[src/rtl/vrx_pkg.sv]
package vrx_pkg;

    localparam int XW = 10;          // column bits: 1024 pixels per row
    localparam int YW = 9;           // row bits: 512 rows
    localparam int PW = 16;          // pixel width
    localparam int WW = 2 * PW;      // host word width
    localparam int AW = XW + YW;     // pixel address width
    localparam int YLSB = 16;        // row field starts at this bit of position/size words

    typedef enum logic [2:0] {
        ST_IDLE,
        ST_WGET,
        ST_WPIX,
        ST_WMRG,
        ST_RREQ,
        ST_RCAP,
        ST_RHOLD
    } xfer_st_t;

    typedef struct packed {
        logic [XW-1:0] x0;
        logic [YW-1:0] y0;
        logic [XW:0]   w;
        logic [YW:0]   h;
    } rect_t;

    // zero-coded extents stand for the full buffer span
    function automatic rect_t decode_rect(input logic [WW-1:0] pos, input logic [WW-1:0] size);
        rect_t r;
        r.x0 = pos[XW-1:0];
        r.y0 = pos[YLSB +: YW];
        r.w  = (size[XW-1:0] == '0) ? {1'b1, {XW{1'b0}}} : {1'b0, size[XW-1:0]};
        r.h  = (size[YLSB +: YW] == '0) ? {1'b1, {YW{1'b0}}} : {1'b0, size[YLSB +: YW]};
        return r;
    endfunction

    // plain interval overlap, no wrap
    function automatic logic rect_hits(input rect_t r,
                                       input logic [XW-1:0] dx, input logic [YW-1:0] dy,
                                       input logic [XW:0] dw, input logic [YW:0] dh);
        logic [XW+1:0] ax0, ax1, bx0, bx1;
        logic [YW+1:0] ay0, ay1, by0, by1;
        ax0 = {2'b00, r.x0};
        ax1 = ax0 + {1'b0, r.w};
        bx0 = {2'b00, dx};
        bx1 = bx0 + {1'b0, dw};
        ay0 = {2'b00, r.y0};
        ay1 = ay0 + {1'b0, r.h};
        by0 = {2'b00, dy};
        by1 = by0 + {1'b0, dh};
        return (ax0 < bx1) && (bx0 < ax1) && (ay0 < by1) && (by0 < ay1);
    endfunction

endpackage

[src/rtl/vrx_walker.sv]
module vrx_walker
    import vrx_pkg::*;
(
    input  logic          clk,
    input  logic          rst,
    input  logic          load,
    input  rect_t         rect_in,
    input  logic          step,
    output rect_t         rect_q,
    output logic [AW-1:0] addr,
    output logic          last
);
    localparam logic [XW:0] COL_ONE = (XW+1)'(1);
    localparam logic [YW:0] ROW_ONE = (YW+1)'(1);

    logic [XW:0]   col;
    logic [YW-1:0] row_y;
    logic [YW:0]   rows_left;
    logic [XW-1:0] col_x;
    logic          row_end;

    assign col_x   = rect_q.x0 + col[XW-1:0];
    assign addr    = {row_y, col_x};
    assign row_end = (col == rect_q.w - COL_ONE);
    assign last    = row_end && (rows_left == ROW_ONE);

    always_ff @(posedge clk) begin
        if (rst) begin
            rect_q    <= '0;
            col       <= '0;
            row_y     <= '0;
            rows_left <= '0;
        end else if (load) begin
            rect_q    <= rect_in;
            col       <= '0;
            row_y     <= rect_in.y0;
            rows_left <= rect_in.h;
        end else if (step) begin
            if (row_end) begin
                col       <= '0;
                row_y     <= row_y + 1'b1;
                rows_left <= rows_left - ROW_ONE;
            end else begin
                col <= col + COL_ONE;
            end
        end
    end
endmodule

[src/rtl/vrx_pixmerge.sv]
module vrx_pixmerge #(
    parameter int PIXW = 16
) (
    input  logic [PIXW-1:0] new_pix,
    input  logic [PIXW-1:0] old_pix,
    input  logic            force_m,
    input  logic            check_m,
    output logic [PIXW-1:0] pix_out,
    output logic            allow
);
    assign pix_out = {new_pix[PIXW-1] | force_m, new_pix[PIXW-2:0]};
    assign allow   = !(check_m && old_pix[PIXW-1]);
endmodule

[src/rtl/vram_rect_xfer.sv]
module vram_rect_xfer
    import vrx_pkg::*;
(
    input  logic          clk,
    input  logic          rst,
    input  logic          start,
    input  logic          start_read,
    input  logic [31:0]   pos_word,
    input  logic [31:0]   size_word,
    input  logic          force_mask,
    input  logic          check_mask,
    input  logic [9:0]    disp_x,
    input  logic [8:0]    disp_y,
    input  logic [10:0]   disp_w,
    input  logic [9:0]    disp_h,
    input  logic          wr_valid,
    input  logic [31:0]   wr_data,
    output logic          wr_ready,
    output logic [31:0]   rd_data,
    output logic          rd_valid,
    input  logic          rd_ack,
    output logic [18:0]   mem_addr,
    output logic          mem_re,
    output logic          mem_we,
    output logic [15:0]   mem_wdata,
    input  logic [15:0]   mem_rdata,
    output logic          busy,
    output logic          img_ready,
    output logic          done,
    output logic          dirty
);
    xfer_st_t      state;
    logic          is_read;
    logic          half;
    logic          rd_final;
    logic [WW-1:0] word_q;
    logic [WW-1:0] rd_word;

    rect_t         rect_new;
    rect_t         rect_q;
    logic          load;
    logic          step;
    logic          last;
    logic [PW-1:0] cur_pix;
    logic [PW-1:0] merged;
    logic          allow;
    logic          wr_plain;
    logic          unused_bits;

    assign unused_bits = ^{pos_word[WW-1:YLSB+YW], pos_word[YLSB-1:XW],
                           size_word[WW-1:YLSB+YW], size_word[YLSB-1:XW]};

    assign rect_new = decode_rect(pos_word, size_word);
    assign load     = (state == ST_IDLE) && start;
    assign cur_pix  = half ? word_q[WW-1:PW] : word_q[PW-1:0];
    assign wr_plain = (state == ST_WPIX) && !check_mask;
    assign step     = wr_plain || (state == ST_WMRG) || (state == ST_RCAP);

    vrx_walker u_walk (
        .clk     (clk),
        .rst     (rst),
        .load    (load),
        .rect_in (rect_new),
        .step    (step),
        .rect_q  (rect_q),
        .addr    (mem_addr),
        .last    (last)
    );

    vrx_pixmerge #(.PIXW(PW)) u_merge (
        .new_pix (cur_pix),
        .old_pix (mem_rdata),
        .force_m (force_mask),
        .check_m (check_mask),
        .pix_out (merged),
        .allow   (allow)
    );

    assign mem_wdata = merged;
    assign mem_we    = wr_plain || ((state == ST_WMRG) && allow);
    assign mem_re    = ((state == ST_WPIX) && check_mask) || (state == ST_RREQ);
    assign wr_ready  = (state == ST_WGET);
    assign rd_valid  = (state == ST_RHOLD);
    assign rd_data   = rd_word;
    assign busy      = (state != ST_IDLE);
    assign img_ready = busy && is_read;
    assign done      = ((wr_plain || (state == ST_WMRG)) && last)
                     || ((state == ST_RHOLD) && rd_ack && rd_final);
    assign dirty     = done && !is_read && rect_hits(rect_q, disp_x, disp_y, disp_w, disp_h);

    always_ff @(posedge clk) begin
        if (rst) begin
            state    <= ST_IDLE;
            is_read  <= 1'b0;
            half     <= 1'b0;
            rd_final <= 1'b0;
            word_q   <= '0;
            rd_word  <= '0;
        end else begin
            case (state)
                ST_IDLE: begin
                    if (start) begin
                        is_read  <= start_read;
                        half     <= 1'b0;
                        rd_final <= 1'b0;
                        rd_word  <= '0;
                        state    <= start_read ? ST_RREQ : ST_WGET;
                    end
                end
                ST_WGET: begin
                    if (wr_valid) begin
                        word_q <= wr_data;
                        half   <= 1'b0;
                        state  <= ST_WPIX;
                    end
                end
                ST_WPIX, ST_WMRG: begin
                    if ((state == ST_WPIX) && check_mask) begin
                        state <= ST_WMRG;
                    end else if (last) begin
                        state <= ST_IDLE;
                    end else if (!half) begin
                        half  <= 1'b1;
                        state <= ST_WPIX;
                    end else begin
                        state <= ST_WGET;
                    end
                end
                ST_RREQ: begin
                    state <= ST_RCAP;
                end
                ST_RCAP: begin
                    if (half) rd_word[WW-1:PW] <= mem_rdata;
                    else      rd_word[PW-1:0]  <= mem_rdata;
                    if (last) begin
                        rd_final <= 1'b1;
                        state    <= ST_RHOLD;
                    end else if (!half) begin
                        half  <= 1'b1;
                        state <= ST_RREQ;
                    end else begin
                        state <= ST_RHOLD;
                    end
                end
                ST_RHOLD: begin
                    if (rd_ack) begin
                        if (rd_final) begin
                            state <= ST_IDLE;
                        end else begin
                            half    <= 1'b0;
                            rd_word <= '0;
                            state   <= ST_RREQ;
                        end
                    end
                end
                default: state <= ST_IDLE;
            endcase
        end
    end
endmodule

[config.mk]
export PLATFORM = sky130hd
export DESIGN_NAME = vram_rect_xfer
export DESIGN_NICKNAME = d
export VERILOG_FILES = /design/src/rtl/vrx_pkg.sv /design/src/rtl/vrx_walker.sv /design/src/rtl/vrx_pixmerge.sv /design/src/rtl/vram_rect_xfer.sv
export SDC_FILE = /design/constraint.sdc
export NUM_CORES = 1
export LEC_CHECK = 0
export ABC_AREA = 0
export ABC_CLOCK_PERIOD_IN_PS = 5500
export BUFFER_PORTS_ARGS = -buffer_cell sky130_fd_sc_hd__buf_2
export CORE_AREA = 2 2 144 146
export CTS_BUF_LIST = sky130_fd_sc_hd__clkbuf_4 sky130_fd_sc_hd__clkbuf_8 sky130_fd_sc_hd__clkbuf_16
export DETAILED_ROUTE_END_ITERATION = 8
export DIE_AREA = 0 0 146 148
export GPL_TIMING_DRIVEN = 0
export PLACE_DENSITY = 0.69
export SLEW_MARGIN = 15
export SYNTH_ARGS = -nofsm -noshare
export SYNTH_HDL_FRONTEND = slang
export SYNTH_SLANG_ARGS = --single-unit
[constraint.sdc]
create_clock -name clk -period 5.5 [get_ports clk]
set_input_delay 1.1 -clock clk [delete_from_list [all_inputs] [get_ports clk]]
set_output_delay 1.1 -clock clk [all_outputs]
set_load 0.01 [all_outputs]
==> results of run 1 <==
[worst max-delay path by stage]
stage / start / end / cells past startpoint
after floorplan: disp_x[0] / dirty / 13
after global placement: disp_x[0] / dirty / 15
after detailed placement: disp_x[0] / dirty / 15
after CTS: disp_x[0] / dirty / 15
after global routing: disp_x[0] / dirty / 15
final: disp_x[0] / dirty / 15
[flip-flops by register name, summed over array words and instances (netlist names)]
signal	flops
u_walk.rect_q	40
half	1
is_read	1
u_walk.row_y	9
rd_data	32
word_q	32
state	3
u_walk.rows_left	10
u_walk.col	11
rd_final	1
[layer usage]
layer | up-vias | track usage
met5 | - | 0
met4 | 0 | 0.103
met3 | 59 | 0.0630
met2 | 303 | 0.394
met1 | 4032 | 0.286
li1 | 4468 | -
[worst min-delay path: stages (launching register included)]
cell	delay (ns)
dfxtp_1	0.30
nand2_1	0.05
a21oi_1	0.05
[final cells by class]
type | count | area (sq um) | area share
Sequential cell | 140 | 2800 | 0.258
Multi-Input combinational cell | 898 | 5780 | 0.531
Timing Repair Buffer | 208 | 1040 | 0.0956
Clock inverter | 13 | 166 | 0.0153
Buffer | 53 | 203 | 0.0186
Tap cell | 270 | 338 | 0.0310
Clock buffer | 19 | 447 | 0.0410
Inverter | 28 | 105 | 0.00966
[kinds of logic (layout without fill, tap and decap cells)]
group           after synthesis  in the layout  share of synthesized area
simple gates                442            442                      0.236
compound gates              283            283                      0.195
flops                       140            140                      0.315
fa+ha+maj                    91             91                      0.132
buf+inv                      81            321                     0.0346
xor+xnor                     63             63                     0.0637
mux                          19             19                     0.0236
[report_power, final]
group          internal [uW]  total [uW]  switching [uW]  leakage (uW)
registers               1190        1370             184       0.00114
clock network            733        1200             463      0.000293
logic                    730        1870            1140       0.00334
total                   2650        4440            1790       0.00477
[layout by cell type, fill, tap and decap left out, types with 8 or more instances in the layout]
cell type | Yosys | layout
a211oi_1 | 13 | 13
nor4_1 | 10 | 10
nand2b_1 | 15 | 15
nand4_1 | 14 | 14
nor3_1 | 19 | 19
xnor2_1 | 27 | 27
a21oi_1 | 149 | 149
nor2b_1 | 9 | 9
nand2_1 | 194 | 194
clkbuf_1 | 48 | 48
nand3_1 | 53 | 53
clkbuf_16 | 0 | 17
o21ai_0 | 28 | 28
dfxtp_1 | 140 | 140
buf_2 | 3 | 211
inv_1 | 28 | 28
ha_1 | 86 | 86
xor2_1 | 35 | 35
o21a_1 | 9 | 9
nor2_1 | 73 | 73
mux2_2 | 16 | 16
or4_1 | 8 | 8
a21o_1 | 17 | 17
or3_1 | 9 | 9
[per-stage QoR]
stage | instances | power [uW] | util | hold slack, ns
floorplan | 1119 | 2680 | - | 0.427
global placement | 1597 | 3220 | 0.513 | 0.438
detailed placement | 1597 | 3250 | 0.513 | 0.442
CTS | 1629 | 4460 | 0.543 | 0.450
global route | 1629 | 4760 | 0.543 | 0.468
finish | 1629 | 4440 | 0.543 | 0.450
==> flow_summary.yaml, run 1 <==
final_layout:
  fillers: 1968
  syn2layout_area_growth_pct: 22.4
  fin_area_sq_um: 10900
  diodes: 0
  nNetsFinal: 1597
  drive_gt1_frac: 0.201
clock_tree:
  cts_tree: "done"
  clock_latency_ns: 0.43
  numCtsBuffers: 17
  cts.clk_slew.worst_paths_ns: 0.06
  holdBufCountCts: 0
  ctsLongestPathBuffers: 2
  cts_resized: 0
  cts.sinks: 140
  cts-root-buf: "clkbuf_16"
  cts_setup_buffers: 0
  h-tree-depth: 4
power:
  ir_drop_mv: 0.285
  power-per-cell-area_nw_per_um2: 408
  p_leak_uw: 0.00477
timing:
  finalSetupViolCount: 0
  fin_ws_ns: 0.265
  skew_ns: 0.00809
  drv_slew: 0
  timing_hold_violations_final: 0
  max_slew_margin: 0.424
  min_period_ns: 5.24
  fmax_ghz: 0.191
  tightest_slew_ns: 0.858
  rsz0062_at_grt: "false"
  finalSetupTns_ns: 0
  fin_crit_sh: 0.952
die:
  die_w_um: 146
  die_h_um: 148
  rows: 52
  io_pins: 235
  die_area_sq_um: 21600
  coreArea_sq_um: 20000
  start_util: 0.444
yosys:
  synth_top_area_frac: 0.315
  synth_enable_flop_cells: 0
  syn_area_per_cell_sq_um: 7.95
  ys_ff_latch: 140
  synth_area_leader_cell: "dfxtp_1"
  ys.flop_type: "dfxtp_1"
  synth_area_sq_um: 8890
  post-synth-top-count-cell: "nand2_1"
  synth_fp_nets: 1370
  yosysSeqAreaShare: 0.315
  post_synth_num_cell_types: 69
  ys_warn_count: 0
  synth_area_leaders: "dfxtp_1 (32%), ha_1 (12%), a21oi_1 (8.4%), nand2_1 (8.2%), xor2_1 (3.4%)"
  yosys-top-cells-count: "nand2_1 (194), a21oi_1 (149), dfxtp_1 (140)"
  netlist_instances: 1119
  synthArstFlopShare: 0
worst_hold_path:
  hold_start: "rd_data[4]"
  min_to: "rd_data[4]"
  hold_class: "flip-flop to flip-flop"
  holdPathStages: 2
routing:
  top_layer_used: "met4"
  vias: 8862
  avgViaCountPerCell: 5.44
  route.detailed.drc: 0
  ant_nets: 0
  wl_met1_mm: 11.0
  drt_iter0_markers: 451
  firstDrtPassIters: 5
  drt_wl_total_mm: 25.8
  dr_wl_met2_mm: 11.8
  routedWlPerCell_um: 15.8
  met3_length_mm: 2.21
critical_path:
  cp_num_buf_inv: 2
  r2r-start: "state[0]"
  cp_top_family: "compound AO/OA/AOI/OAI gates"
  slowest_stage: "or4_1"
  r2r_cells: 8
  cp_cell_sequence: "buf_2, ha_1, fa_1, a211oi_1, nor2_1, o211a_1, nor2_1, xor2_1, ha_1, or4_1, a21oi_1, o21ai_0, a31oi_1, and4b_1, buf_2"
  path_class: "primary input to primary output"
  cp-end-kind: "primary output"
  rrSetupSlack_ns: 2.28
  crit_required_ns: 4.40
  r2r-end: "u_walk.rows_left[4]"
  arrival_ns: 4.14
  path_max_fanout: 3
  startpoint_type: "primary input"
  crit_path_max_incr_delay_ns: 0.51
global_routing:
  grt_pass1_vias: 8503
  grt_pass1_wl_mm: 41.1
  overflow: 0
  grt_use_total: 0.236
  antenna_found_initial: 0
  grt_max_degree: 17
placed_design:
  dpl.hpwl_mm: 20.1
  place_area_sq_um: 10300
  io_buffers: 208
  dp_slack_ns: 0.248
  gp_congestion: 0.890
outcome:
  status: "completed"
job:
  cap_viol_max_count: 0
Power figures use the tool's default switching activity.
==> run 2, diff against run 1 <==
PLACE_DENSITY = default   (was 0.69)
PLACE_DENSITY_LB_ADDON = 0.15   (was default)
==> run 2 against run 1 <==
Clock power is 4% lower; fmax is 0.17% higher; hold slack hardly changed; critical path depth stayed put; highest routed layer unchanged; via count is 1.9% lower.
==> flow_summary.yaml, run 2 (synthesis results as in run 1) <==
final_layout:
  largest_reg_flops: 40
  fillers: 2009
  final_util: 0.542
  drive_gt1_frac: 0.202
  final_common_cell: "buf_2"
  mostFrequentLayoutCells: "buf_2 (211), nand2_1 (194), a21oi_1 (149)"
  fin_area_sq_um: 10900
  syn2layout_area_growth_pct: 22.1
  nNetsFinal: 1597
  regMostFlops: "u_walk.rect_q"
  diodes: 0
job:
  cap_viol_max_count: 0
die:
  die_area_sq_um: 21600
  start_util: 0.444
  die_h_um: 148
  coreArea_sq_um: 20000
  io_pins: 235
  rows: 52
  die_w_um: 146
routing:
  firstDrtPassIters: 5
  avgViaCountPerCell: 5.34
  routedWlPerCell_um: 15.7
  drt_iter0_markers: 384
  ant_nets: 0
  route.detailed.drc: 0
  drt_wl_total_mm: 25.6
  vias: 8692
power:
  p_leak_uw: 0.00476
  ir_drop_mv: 0.234
  power-per-cell-area_nw_per_um2: 405
  finalPower_uw: 4390
timing:
  skew_ns: 0.0105
  finalSetupViolCount: 0
  timing.hold.ws_ns: 0.450
  max_slew_margin: 0.422
  finalSetupTns_ns: 0
  min_period_ns: 5.23
  tightest_slew_ns: 0.860
  rsz0062_at_grt: "false"
  fmax_ghz: 0.191
  timing_hold_violations_final: 0
  fin_crit_sh: 0.950
  drv_slew: 0
critical_path:
  startpoint_type: "primary input"
  path_class: "primary input to primary output"
  arrival_ns: 4.13
  path_max_fanout: 3
  crit_required_ns: 4.40
  cp-end-kind: "primary output"
clock_tree:
  cts.sinks: 140
  cts-root-buf: "clkbuf_16"
  numCtsBuffers: 17
  ctsLongestPathBuffers: 2
  cts_tree: "done"
  clock_latency_ns: 0.43
  cts.clk_slew.worst_paths_ns: 0.06
  holdBufCountCts: 0
  h-tree-depth: 4
global_routing:
  antenna_found_initial: 0
  overflow: 0
  grt_pass1_wl_mm: 41.3
  grt_max_degree: 17
  grt_pass1_vias: 8401
  grt_use_total: 0.236
placed_design:
  gp_congestion: 0.919
  io_buffers: 208
  dpl.hpwl_mm: 20.0
  place_area_sq_um: 10300
outcome:
  status: "completed"
worst_hold_path:
  hold_class: "flip-flop to flip-flop"
run 2: path summary, 6_finish.rpt:
kind                    from                  end  slack (ns)  cells after the start
setup / recovery   disp_x[0]                dirty        0.27                     15
setup reg to reg    state[0]  u_walk.rows_left[4]        2.19                      8
hold / removal    word_q[15]           word_q[15]        0.45                      2
hold reg to reg   word_q[15]           word_q[15]        0.45                      2
run 2: area by class of cell:
type / instances / area (sq um) / area share
Inverter: 28 / 105 / 0.00968
Multi-Input combinational cell: 898 / 5790 / 0.533
Clock buffer: 17 / 425 / 0.0392
Timing Repair Buffer: 208 / 1040 / 0.0959
Sequential cell: 140 / 2800 / 0.258
Buffer: 53 / 203 / 0.0187
Clock inverter: 15 / 154 / 0.0142
Tap cell: 270 / 338 / 0.0311
run 2: power by group:
| group | internal [uW] | switching, uW |
|---|---|---|
| clock network | 641 | 507 |
| registers | 1190 | 187 |
| logic | 730 | 1140 |
| total | 2560 | 1830 |
run 2: repair_timing:
action	4_1_cts	5_1_grt
buffers inserted	0	0
setup endpoints to repair	0	1
resized for setup	0	1
run 2: worst max-delay path, stage by stage:
cell      delay [ns]
buf_2           0.10
ha_1            0.22
fa_1            0.44
a211oi_2        0.24
nor2_1          0.09
o211a_1         0.24
nor2_1          0.12
xor2_1          0.08
ha_1            0.19
or4_1           0.50
a21oi_1         0.13
o21ai_0         0.13
a31oi_1         0.21
and4b_1         0.21
buf_2           0.13
run 2: layer usage:
metal  share of wire  GRT usage  up-vias
met5               0          0        -
met4           0.011     0.0665        0
met3           0.075     0.0636       27
met2            0.46      0.396      266
met1            0.45      0.299     3936
li1                -          -     4463
run 2: stage by stage:
step / cells / worst slack [ns]
floorplan: 1119 / 0.718
global placement: 1597 / 0.223
detailed placement: 1597 / 0.210
CTS: 1629 / 0.200
global route: 1629 / 0.0504
finish: 1629 / 0.274
